==> config.mk <==
export PLATFORM = sky130hd
export DESIGN_NAME = lsm_uop_seq
export DESIGN_NICKNAME = d
export VERILOG_FILES = /design/src/rtl/lsm_pkg.sv /design/src/rtl/lsm_popcount.sv /design/src/rtl/lsm_lowbit.sv /design/src/rtl/lsm_uop_seq.sv
export SDC_FILE = /design/constraint.sdc
export NUM_CORES = 1
export LEC_CHECK = 0
export ABC_CLOCK_PERIOD_IN_PS = 8900
export BUFFER_PORTS_ARGS = -buffer_cell sky130_fd_sc_hd__clkbuf_2
export CORE_MARGIN = 2
export CORE_UTILIZATION = 24
export CTS_CLUSTER_DIAMETER = 50
export DETAILED_ROUTE_END_ITERATION = 8
export HOLD_SLACK_MARGIN = 0.02
export PLACE_DENSITY_LB_ADDON = 0.12
export SETUP_SLACK_MARGIN = 0.1
export SKIP_LAST_GASP = 1
export SYNTH_ARGS = -nofsm -noshare
export SYNTH_HDL_FRONTEND = slang
export SYNTH_SLANG_ARGS = --single-unit
==> constraint.sdc <==
create_clock -name clk -period 8.9 [get_ports clk]
set_input_delay 2.67 -clock clk [delete_from_list [all_inputs] [get_ports clk]]
set_output_delay 2.67 -clock clk [all_outputs]
set_load 0.02 [all_outputs]
==> src/rtl/lsm_pkg.sv <==
package lsm_pkg;
    typedef enum logic [2:0] {
        UOP_COPY  = 3'd0,
        UOP_LOAD  = 3'd1,
        UOP_STORE = 3'd2,
        UOP_ADDI  = 3'd3,
        UOP_SUBI  = 3'd4
    } uop_kind_e;

    typedef enum logic [1:0] {
        ST_IDLE  = 2'd0,
        ST_COPY  = 2'd1,
        ST_XFER  = 2'd2,
        ST_WBACK = 2'd3
    } seq_state_e;
endpackage

==> src/rtl/lsm_popcount.sv <==
module lsm_popcount #(
    parameter int W = 16,
    localparam int CW = $clog2(W + 1)
) (
    input  logic [W-1:0]  bits_in,
    output logic [CW-1:0] count
);
    always_comb begin
        count = '0;
        for (int i = 0; i < W; i++) begin
            count = count + CW'(bits_in[i]);
        end
    end
endmodule

==> src/rtl/lsm_lowbit.sv <==
module lsm_lowbit #(
    parameter int W = 16,
    localparam int IW = $clog2(W)
) (
    input  logic [W-1:0]  vec,
    output logic [IW-1:0] idx
);
    // Scan from the top so the lowest set bit wins.
    always_comb begin
        idx = '0;
        for (int i = W - 1; i >= 0; i--) begin
            if (vec[i]) idx = IW'(i);
        end
    end
endmodule

==> src/rtl/lsm_uop_seq.sv <==
module lsm_uop_seq
    import lsm_pkg::*;
#(
    parameter int LIST_W = 16,
    parameter int OFS_W  = 8,
    parameter int STEP   = 4,
    localparam int IDX_W = $clog2(LIST_W),
    localparam int CNT_W = $clog2(LIST_W + 1)
) (
    input  logic              clk,
    input  logic              rst_n,
    input  logic              start,
    input  logic [LIST_W-1:0] reg_list,
    input  logic              up,
    input  logic              pre,
    input  logic              load,
    input  logic              wb,
    input  logic [IDX_W-1:0]  base_reg,
    output logic              idle,
    output logic              uop_valid,
    input  logic              uop_ready,
    output logic [2:0]        uop_kind,
    output logic [IDX_W-1:0]  uop_reg,
    output logic [OFS_W-1:0]  uop_ofs,
    output logic              uop_last
);
    localparam logic [OFS_W-1:0] STEP_V = OFS_W'(STEP);

    seq_state_e        state_q, state_d;
    logic [LIST_W-1:0] rem_q;
    logic              up_q, load_q, wb_q;
    logic [IDX_W-1:0]  base_q;
    logic [OFS_W-1:0]  ofs_q, span_q;

    logic [CNT_W-1:0]  sel_cnt;
    logic [IDX_W-1:0]  low_idx;
    logic [LIST_W-1:0] rem_next;
    logic [OFS_W-1:0]  span_in, start_ofs;
    logic              fire;

    lsm_popcount #(.W(LIST_W)) u_cnt (
        .bits_in (reg_list),
        .count   (sel_cnt)
    );

    lsm_lowbit #(.W(LIST_W)) u_low (
        .vec (rem_q),
        .idx (low_idx)
    );

    assign rem_next  = rem_q & (rem_q - LIST_W'(1));
    assign span_in   = OFS_W'(sel_cnt) * STEP_V;
    assign start_ofs = (up ? '0 : span_in - STEP_V) + (pre ? STEP_V : '0);
    assign fire      = uop_valid && uop_ready;

    // State register
    always_ff @(posedge clk or negedge rst_n) begin
        if (!rst_n) state_q <= ST_IDLE;
        else        state_q <= state_d;
    end

    // Next-state logic
    always_comb begin
        state_d = state_q;
        unique case (state_q)
            ST_IDLE:  if (start) state_d = ST_COPY;
            ST_COPY:  if (fire) state_d = (rem_q != '0) ? ST_XFER :
                                          (wb_q ? ST_WBACK : ST_IDLE);
            ST_XFER:  if (fire && rem_next == '0)
                          state_d = wb_q ? ST_WBACK : ST_IDLE;
            ST_WBACK: if (fire) state_d = ST_IDLE;
        endcase
    end

    // Captured instruction and walking offset
    always_ff @(posedge clk or negedge rst_n) begin
        if (!rst_n) begin
            rem_q  <= '0;
            up_q   <= 1'b0;
            load_q <= 1'b0;
            wb_q   <= 1'b0;
            base_q <= '0;
            ofs_q  <= '0;
            span_q <= '0;
        end else if (state_q == ST_IDLE && start) begin
            rem_q  <= reg_list;
            up_q   <= up;
            load_q <= load;
            wb_q   <= wb;
            base_q <= base_reg;
            ofs_q  <= start_ofs;
            span_q <= span_in;
        end else if (state_q == ST_XFER && fire) begin
            rem_q  <= rem_next;
            ofs_q  <= up_q ? ofs_q + STEP_V : ofs_q - STEP_V;
        end
    end

    // Outputs
    always_comb begin
        idle      = 1'b0;
        uop_valid = 1'b1;
        uop_kind  = UOP_COPY;
        uop_reg   = base_q;
        uop_ofs   = '0;
        uop_last  = 1'b0;
        unique case (state_q)
            ST_IDLE: begin
                idle      = 1'b1;
                uop_valid = 1'b0;
            end
            ST_COPY: begin
                uop_last = (rem_q == '0) && !wb_q;
            end
            ST_XFER: begin
                uop_kind = load_q ? UOP_LOAD : UOP_STORE;
                uop_reg  = low_idx;
                uop_ofs  = ofs_q;
                uop_last = (rem_next == '0) && !wb_q;
            end
            ST_WBACK: begin
                uop_kind = up_q ? UOP_ADDI : UOP_SUBI;
                uop_ofs  = span_q;
                uop_last = 1'b1;
            end
        endcase
    end
endmodule

# Word-level counts from Yosys, hierarchy flattened
# Index checks and enable logic that the tools add are counted.
[totals] register_bits=38 wordCells=87 output_inout_bits=18 inputBits=28
[classes] reduce_logical=13 addsub=20 muxes=38 eq_ne=7 n_bitwise=1
[ops] cell="$add 5x1->5" n=14
[ops] cell="$mux 4" n=17
[ops] cell="$logic_not 16->1" n=2
[ops] cell="$mux 16" n=2
[ops] cell="$mux 8" n=4
[ops] cell="$and 16x16->16" n=1
[ops] cell="$pmux 8 s2" n=1
[ops] cell="$reduce_bool 16->1" n=1
[ops] cell="$sub 16x1->16 const B" n=1
[ops] cell="$mux 2" n=7
[ops] cell="$add 8x3->8" n=1
[ops] cell="$add 8x3->8 const B" n=1
[ops] cell="$ne 2x2->1 const B" n=4
[ops] cell="$pmux 2 s4" n=1
[ops] cell="$sub 7x3->8 const B" n=1
[ops] cell="$sub 8x3->8 const B" n=1
[ops] cell="$logic_and 1x1->1" n=6
[ops] cell="$mux 3" n=2
[ops] cell="$pmux 3 s2" n=1
[ops] cell="$eq 2x2->1 const B" n=2
[ops] cell="$reduce_and 4->1" n=1
[ops] cell="$pmux 1 s3" n=1
[ops] cell="$add 1x1->2" n=1
[ops] cell="$eq 2x1->1 const B" n=1
[ops] cell="other kinds (4)" n=5

# Logic depth before layout (Yosys ltp)
[depth] word_depth=19 ltp_mapped=18 ltp_nobuf=18

# By module
# A second synthesis with hierarchy kept.
[hier_totals] cells_unflattened=356 area_unflattened_um2=2962.8
[by_module_without_submodules] mod="lsm_uop_seq" instances=1 area_per_inst_um2=2376.0 seq_area_each_um2=900.9 cells_each=278
[by_module_without_submodules] mod="lsm_popcount" instances=1 area_per_inst_um2=407.9 seq_area_each_um2=0.0 cells_each=47
[by_module_without_submodules] mod="lsm_lowbit" instances=1 area_per_inst_um2=178.9 seq_area_each_um2=0.0 cells_each=31

# Worst setup path before layout
# OpenSTA, ideal clock, no wires.
[synth_timing] path_kind="in2reg" start="in reg_list[0]" end="reg ofs_q[7]" n_path_buf=0 arrival_time_ps=7269 cell_stages=17 setup_ps=66 required_ps=8834 slack_ps=1565 cell_sequence="ha_1 > inv_1 > fa_1 > fa_1 > fa_1 > fa_1 > fa_1 > inv_1 > fa_1 > inv_1 > ha_1 > or4b_2 > a21oi_1 > a41oi_1 > a21oi_1 > mux2i_1 > a22o_1"
[synth_via] elab_chain_cells=19
[synth_lines] item="start: declaration" line="lsm_uop_seq.sv:13" text="input logic [LIST_W-1:0] reg_list,"
[synth_lines] item="$add 1x1->2" line="lsm_popcount.sv:11" text="count = count + CW'(bits_in[i]);"
[synth_lines] item="$add 5x1->5 (14 in series)" line="lsm_popcount.sv:11"
[synth_lines] item="via sel_cnt[1]" line="lsm_uop_seq.sv:35" text="logic [CNT_W-1:0] sel_cnt;"
[synth_lines] item="$sub 7x3->8" line="lsm_uop_seq.sv:53" text="assign start_ofs = (up ? '0 : span_in - STEP_V) + (pre ? STEP_V : '0);"
[synth_lines] item="$mux 8" line="lsm_uop_seq.sv:53"
[synth_lines] item="$add 8x3->8" line="lsm_uop_seq.sv:53"
[synth_lines] item="$mux 8" line="lsm_uop_seq.sv:85" text="end else if (state_q == ST_IDLE && start) begin"
[synth_lines] item="end signal: assignment" line="lsm_uop_seq.sv:91" text="ofs_q <= start_ofs;"
[synth_lines] item="end signal: assignment" line="lsm_uop_seq.sv:95" text="ofs_q <= up_q ? ofs_q + STEP_V : ofs_q - STEP_V;"
[synth_lines] item="end: declaration" line="lsm_uop_seq.sv:33" text="logic [OFS_W-1:0] ofs_q, span_q;"
# The timed path passes the listed nets, and every way through them passes these cells.
# A chain may end at the register's enable or synchronous reset.

# Worst setup path after layout
# Same ends and word-level chain as after synthesis.

==> flow_summary.html <==
<table>
<tr><th>Metric</th><th>Value</th></tr>
<tr><th colspan="2">Routing</th></tr>
<tr><td>Detailed Route Iter0 Violations</td><td>133</td></tr>
<tr><td>WL met1</td><td>4390 um</td></tr>
<tr><td>Remaining DRCs</td><td>0</td></tr>
<tr><td>Met2 routed WL</td><td>3490 um</td></tr>
<tr><td>DR vias/cell</td><td>4.61</td></tr>
<tr><td>Total iterations of the first detailed-routing run</td><td>8</td></tr>
<tr><td>Routed Wire Length</td><td>8210 um</td></tr>
<tr><td>Uppermost layer routed</td><td>met4</td></tr>
<tr><td>Met3 WL post-DR</td><td>264 um</td></tr>
<tr><td>Total vias in the final route</td><td>2624</td></tr>
<tr><td>Remaining antenna violation count after routing</td><td>0</td></tr>
<tr><td>Average detailed-routed wire length per instance</td><td>14.4 um</td></tr>
<tr><th colspan="2">STA</th></tr>
<tr><td>Fmax</td><td>135 MHz</td></tr>
<tr><td>Setup clock skew after layout</td><td>0.0141 ns</td></tr>
<tr><td>Worst-case headroom to the max-slew limit</td><td>0.346</td></tr>
<tr><td>Setup TNS Final</td><td>0 ns</td></tr>
<tr><td>Final hold violation count</td><td>0</td></tr>
<tr><td>Min Tclk post-route</td><td>7.40 ns</td></tr>
<tr><td>Portion of the clock cycle consumed by the worst path in the final layout</td><td>0.831</td></tr>
<tr><td>Final setup violation count</td><td>0</td></tr>
<tr><td>Max-slew violations</td><td>0</td></tr>
<tr><td>Setup repair after global routing missed its margin</td><td>no</td></tr>
<tr><td>Worst-Margin Slew</td><td>0.972 ns</td></tr>
<tr><th colspan="2">Floorplanning</th></tr>
<tr><td>Starting density of the core</td><td>0.246</td></tr>
<tr><td>Top-Level Pins</td><td>46</td></tr>
<tr><td>CORE AREA</td><td>12100 sq um</td></tr>
<tr><td>Height of the chip</td><td>115 um</td></tr>
<tr><td>Row count</td><td>40</td></tr>
<tr><td>Chip Width</td><td>115 um</td></tr>
<tr><td>Total Die Area</td><td>13300 sq um</td></tr>
<tr><th colspan="2">Placed design</th></tr>
<tr><td>Count of buffers from port buffering</td><td>43</td></tr>
<tr><td>Placed Instance Area</td><td>3300 sq um</td></tr>
<tr><td>Post-DP HPWL</td><td>6300 um</td></tr>
<tr><td>Final weighted congestion in routability-driven placement</td><td>0.774</td></tr>
<tr><th colspan="2">Global route</th></tr>
<tr><td>Antenna violations before repair</td><td>0</td></tr>
<tr><td>Aggregate global routing overflow</td><td>0</td></tr>
<tr><td>Wire length of the first global-routing pass</td><td>13400 um</td></tr>
<tr><td>Via count of the first global-routing pass</td><td>2589</td></tr>
<tr><td>GRT Resource Usage Total</td><td>0.130</td></tr>
<tr><td>Pin count of the biggest net entering global routing</td><td>37</td></tr>
<tr><th colspan="2">Clock tree</th></tr>
<tr><td>Resized cells post-CTS</td><td>0</td></tr>
<tr><td>CTS Hold Bufs</td><td>0</td></tr>
<tr><td>Number of clock sinks</td><td>36</td></tr>
<tr><td>Clock transition at the registers of the reported paths</td><td>0.07 ns</td></tr>
<tr><td>Maximum clock insertion buffer count</td><td>2</td></tr>
<tr><td>TritonCTS clock tree</td><td>done</td></tr>
<tr><td>Maximum level of the CTS H-tree</td><td>2</td></tr>
<tr><td>Buffer type at the clock tree root</td><td>sky130_fd_sc_hd__clkbuf_16</td></tr>
<tr><td># Post-CTS Setup Buffers</td><td>0</td></tr>
<tr><td>Clock latency on the worst-skew pair</td><td>0.29 ns</td></tr>
<tr><td>Clock buffer count from CTS</td><td>5</td></tr>
<tr><th colspan="2">Power and ir drop</th></tr>
<tr><td>Worst supply voltage drop on vdd</td><td>0.0962 mV</td></tr>
<tr><td>Share of total power in combinational logic</td><td>0.564</td></tr>
<tr><td>Internal power</td><td>0.669 mW</td></tr>
<tr><td>Proportion of total power due to net switching</td><td>0.478</td></tr>
<tr><td>Net switching component of the power</td><td>0.613 mW</td></tr>
<tr><td>Power density relative to cell area</td><td>369 nW/um^2</td></tr>
<tr><td>Fraction of power consumed by sequential logic</td><td>0.272</td></tr>
<tr><td>Clock group share of total power</td><td>0.164</td></tr>
<tr><td>Lkg Pwr</td><td>1.61 nW</td></tr>
<tr><th colspan="2">Synth</th></tr>
<tr><td>Commonest cells in the synthesized netlist</td><td>sky130_fd_sc_hd__nand2_1 (55), sky130_fd_sc_hd__o21ai_0 (50), sky130_fd_sc_hd__inv_1 (37)</td></tr>
<tr><td>Average instance area after synthesis</td><td>7.98 sq um</td></tr>
<tr><td>Flip-flop cell with the highest count after synthesis</td><td>sky130_fd_sc_hd__dfrtp_1</td></tr>
<tr><td>Register bit total from synthesis</td><td>36</td></tr>
<tr><td>Sequential-to-total area share from yosys stat</td><td>0.303</td></tr>
<tr><td>Cell area after synthesis</td><td>2970 sq um</td></tr>
<tr><td>Count of unique library cells instantiated by Yosys</td><td>50</td></tr>
<tr><td>Number of instances in the synthesized netlist</td><td>372</td></tr>
<tr><td>Post-synthesis async set-or-reset flop share</td><td>1.00</td></tr>
<tr><td>Top-count cell post-synth</td><td>sky130_fd_sc_hd__nand2_1</td></tr>
<tr><td>Warnings from Yosys</td><td>0</td></tr>
<tr><td>Post-synthesis cell type with the largest combined area</td><td>sky130_fd_sc_hd__dfrtp_1</td></tr>
<tr><td>Proportion of netlist area held by the largest area contributor</td><td>0.303</td></tr>
<tr><td>Top cells by area, synth</td><td>sky130_fd_sc_hd__dfrtp_1 (30%), sky130_fd_sc_hd__o21ai_0 (8.4%), sky130_fd_sc_hd__fa_1 (7.4%)</td></tr>
<tr><td>Number of enable-type register cells in the synthesized netlist</td><td>0</td></tr>
<tr><th colspan="2">Layout</th></tr>
<tr><td>Diodes inserted</td><td>0</td></tr>
<tr><td>Final instance area</td><td>3470 sq um</td></tr>
<tr><td>Area overhead of the layout relative to synthesis</td><td>17.0%</td></tr>
<tr><td>Ratio of cells with drive above 1 in the final layout</td><td>0.160</td></tr>
<tr><td>Nets</td><td>455</td></tr>
<tr><th colspan="2">Worst setup path</th></tr>
<tr><td>Critical path data arrival time</td><td>7.61 ns</td></tr>
<tr><td>Critical path, cell by cell</td><td>clkbuf_2, ha_1, inv_1, fa_1, fa_1, fa_1, fa_1, fa_1, inv_1, fa_1, inv_1, ha_1, or4b_2, a21oi_1, a41oi_1, a21oi_1, mux2i_1, a22o_1</td></tr>
<tr><td>Biggest fanout along the worst timing path</td><td>5</td></tr>
<tr><td>Kind of cell adding the most delay to the critical path</td><td>adder cells</td></tr>
<tr><td>Count of buffering cells on the critical path with inverters included</td><td>4</td></tr>
<tr><td>Critical Path Source Type</td><td>input port</td></tr>
<tr><td>Endpoint class of the critical path</td><td>flop</td></tr>
<tr><td>Required time reported for the critical path endpoint</td><td>9.12 ns</td></tr>
<tr><td>Slowest stage cell, crit path</td><td>sky130_fd_sc_hd__or4b_2</td></tr>
<tr><td>Worst path max stage delay</td><td>0.61 ns</td></tr>
<tr><td>Category of the most critical setup path</td><td>in2reg</td></tr>
<tr><td>Most frequent cell on the critical path</td><td>sky130_fd_sc_hd__fa_1</td></tr>
<tr><th colspan="2">Run</th></tr>
<tr><td>Reported max-cap violation count</td><td>0</td></tr>
<tr><th colspan="2">Outcome</th></tr>
<tr><td>Run status</td><td>completed</td></tr>
<tr><th colspan="2">Min path</th></tr>
<tr><td>Worst min-delay path class</td><td>reg2reg</td></tr>
</table>
worst paths after layout:
check / slack [ns] / depth (start not counted) / end / from
max: 1.50 / 18 / ofs_q[7] / reg_list[0]
min: 0.48 / 2 / base_q[3] / base_q[3]
max reg2reg: 5.86 / 6 / state_q[1] / rem_q[4]
min reg2reg: 0.48 / 2 / base_q[3] / base_q[3]
max in group asynchronous: 5.76 / 1 / span_q[5] / rst_n
min in group asynchronous: 2.53 / 1 / base_q[2] / rst_n
power by group through the flow:
stage               logic (mW)  registers (mW)  clock network (mW)
floorplan                0.612           0.285                   0
global placement         0.732           0.350                   0
detailed placement       0.730           0.350                   0
CTS                      0.734           0.347               0.216
global route             0.833           0.365               0.223
finish                   0.723           0.349               0.210
cell type report:
cell class,count,area (sq um)
fillers,1320,8590
multi-input cells,274,1820
flip-flops and latches,36,901
repair buffers,46,238
well taps,168,210
inverters,37,139
clock buffers,5,125
clock inverters,3,46.3
metrics by stage:
step / hold WS (ns) / util / instances / total power, mW / setup WS [ns]
5_1_grt: 0.512 / 0.288 / 569 / 1.42 / 1.23
6_report: 0.478 / 0.288 / 569 / 1.28 / 1.50
4_1_cts: 0.485 / 0.288 / 569 / 1.30 / 1.52
3_5_place_dp: 0.468 / 0.274 / 561 / 1.08 / 1.24
3_3_place_gp: 0.456 / 0.274 / 561 / 1.08 / 1.31
2_1_floorplan: 0.440 / - / 373 / 0.897 / 1.56
cell usage in the layout (no fill, tap or decap), types with 2 or more instances in the layout:
master,instances
sky130_fd_sc_hd__o21ai_0,50
sky130_fd_sc_hd__ha_1,16
sky130_fd_sc_hd__o221ai_1,2
sky130_fd_sc_hd__clkbuf_2,43
sky130_fd_sc_hd__or3_1,2
sky130_fd_sc_hd__buf_4,3
sky130_fd_sc_hd__nand3b_1,2
sky130_fd_sc_hd__clkbuf_16,5
sky130_fd_sc_hd__or4_1,3
sky130_fd_sc_hd__xor2_1,7
sky130_fd_sc_hd__nand2_1,55
sky130_fd_sc_hd__dfrtp_1,36
sky130_fd_sc_hd__conb_1,2
sky130_fd_sc_hd__a41oi_1,3
sky130_fd_sc_hd__xnor2_1,4
sky130_fd_sc_hd__mux2i_1,2
sky130_fd_sc_hd__mux2_2,2
sky130_fd_sc_hd__a31oi_1,4
sky130_fd_sc_hd__and3_1,2
sky130_fd_sc_hd__nor2_1,22
sky130_fd_sc_hd__a21o_1,2
sky130_fd_sc_hd__a211oi_1,5
sky130_fd_sc_hd__nand4_1,3
sky130_fd_sc_hd__a22o_1,7
sky130_fd_sc_hd__nand2b_1,3
sky130_fd_sc_hd__and2_1,2
sky130_fd_sc_hd__o311ai_0,2
sky130_fd_sc_hd__nor3_1,16
sky130_fd_sc_hd__a21oi_1,13
sky130_fd_sc_hd__nor4_1,5
sky130_fd_sc_hd__nand3_1,8
sky130_fd_sc_hd__fa_1,11
sky130_fd_sc_hd__inv_1,37
sky130_fd_sc_hd__a311oi_1,2
sky130_fd_sc_hd__or2_2,2
sky130_fd_sc_hd__nor2b_1,2
sequential cells by signal (all words and copies together) (netlist names):
signal	cells
base_q	4
load_q	1
ofs_q	6
rem_q	16
span_q	5
state_q	2
up_q	1
wb_q	1
kinds of logic (layout without fill, tap and decap cells):
| group | Yosys count | in the layout | share of synthesized area |
|---|---|---|---|
| xor+xnor | 12 | 12 | 0.0400 |
| simple gates | 132 | 132 | 0.212 |
| buf+inv | 63 | 91 | 0.0864 |
| fa+ha+maj | 28 | 28 | 0.145 |
| other cells | 1 | 2 | 0.00126 |
| flops | 36 | 36 | 0.303 |
| mux | 5 | 5 | 0.0194 |
| compound gates | 95 | 95 | 0.193 |
metal layers:
| metal | up-vias | GRT usage |
|---|---|---|
| met5 | - | 0 |
| met4 | 0 | 0.0337 |
| met3 | 2 | 0.0200 |
| met2 | 60 | 0.195 |
| met1 | 1229 | 0.195 |
| li1 | 1333 | - |
worst reg2reg max path, stage by stage (launching register included):
cell and delay, ns:
sky130_fd_sc_hd__dfrtp_1 0.51, sky130_fd_sc_hd__nor4_1 0.85, sky130_fd_sc_hd__nand2_1 0.32, sky130_fd_sc_hd__a222oi_1 0.41, sky130_fd_sc_hd__nand4_1 0.24, sky130_fd_sc_hd__a22o_1 0.32, sky130_fd_sc_hd__mux2_4 0.30
Power figures use the tool's default switching activity.
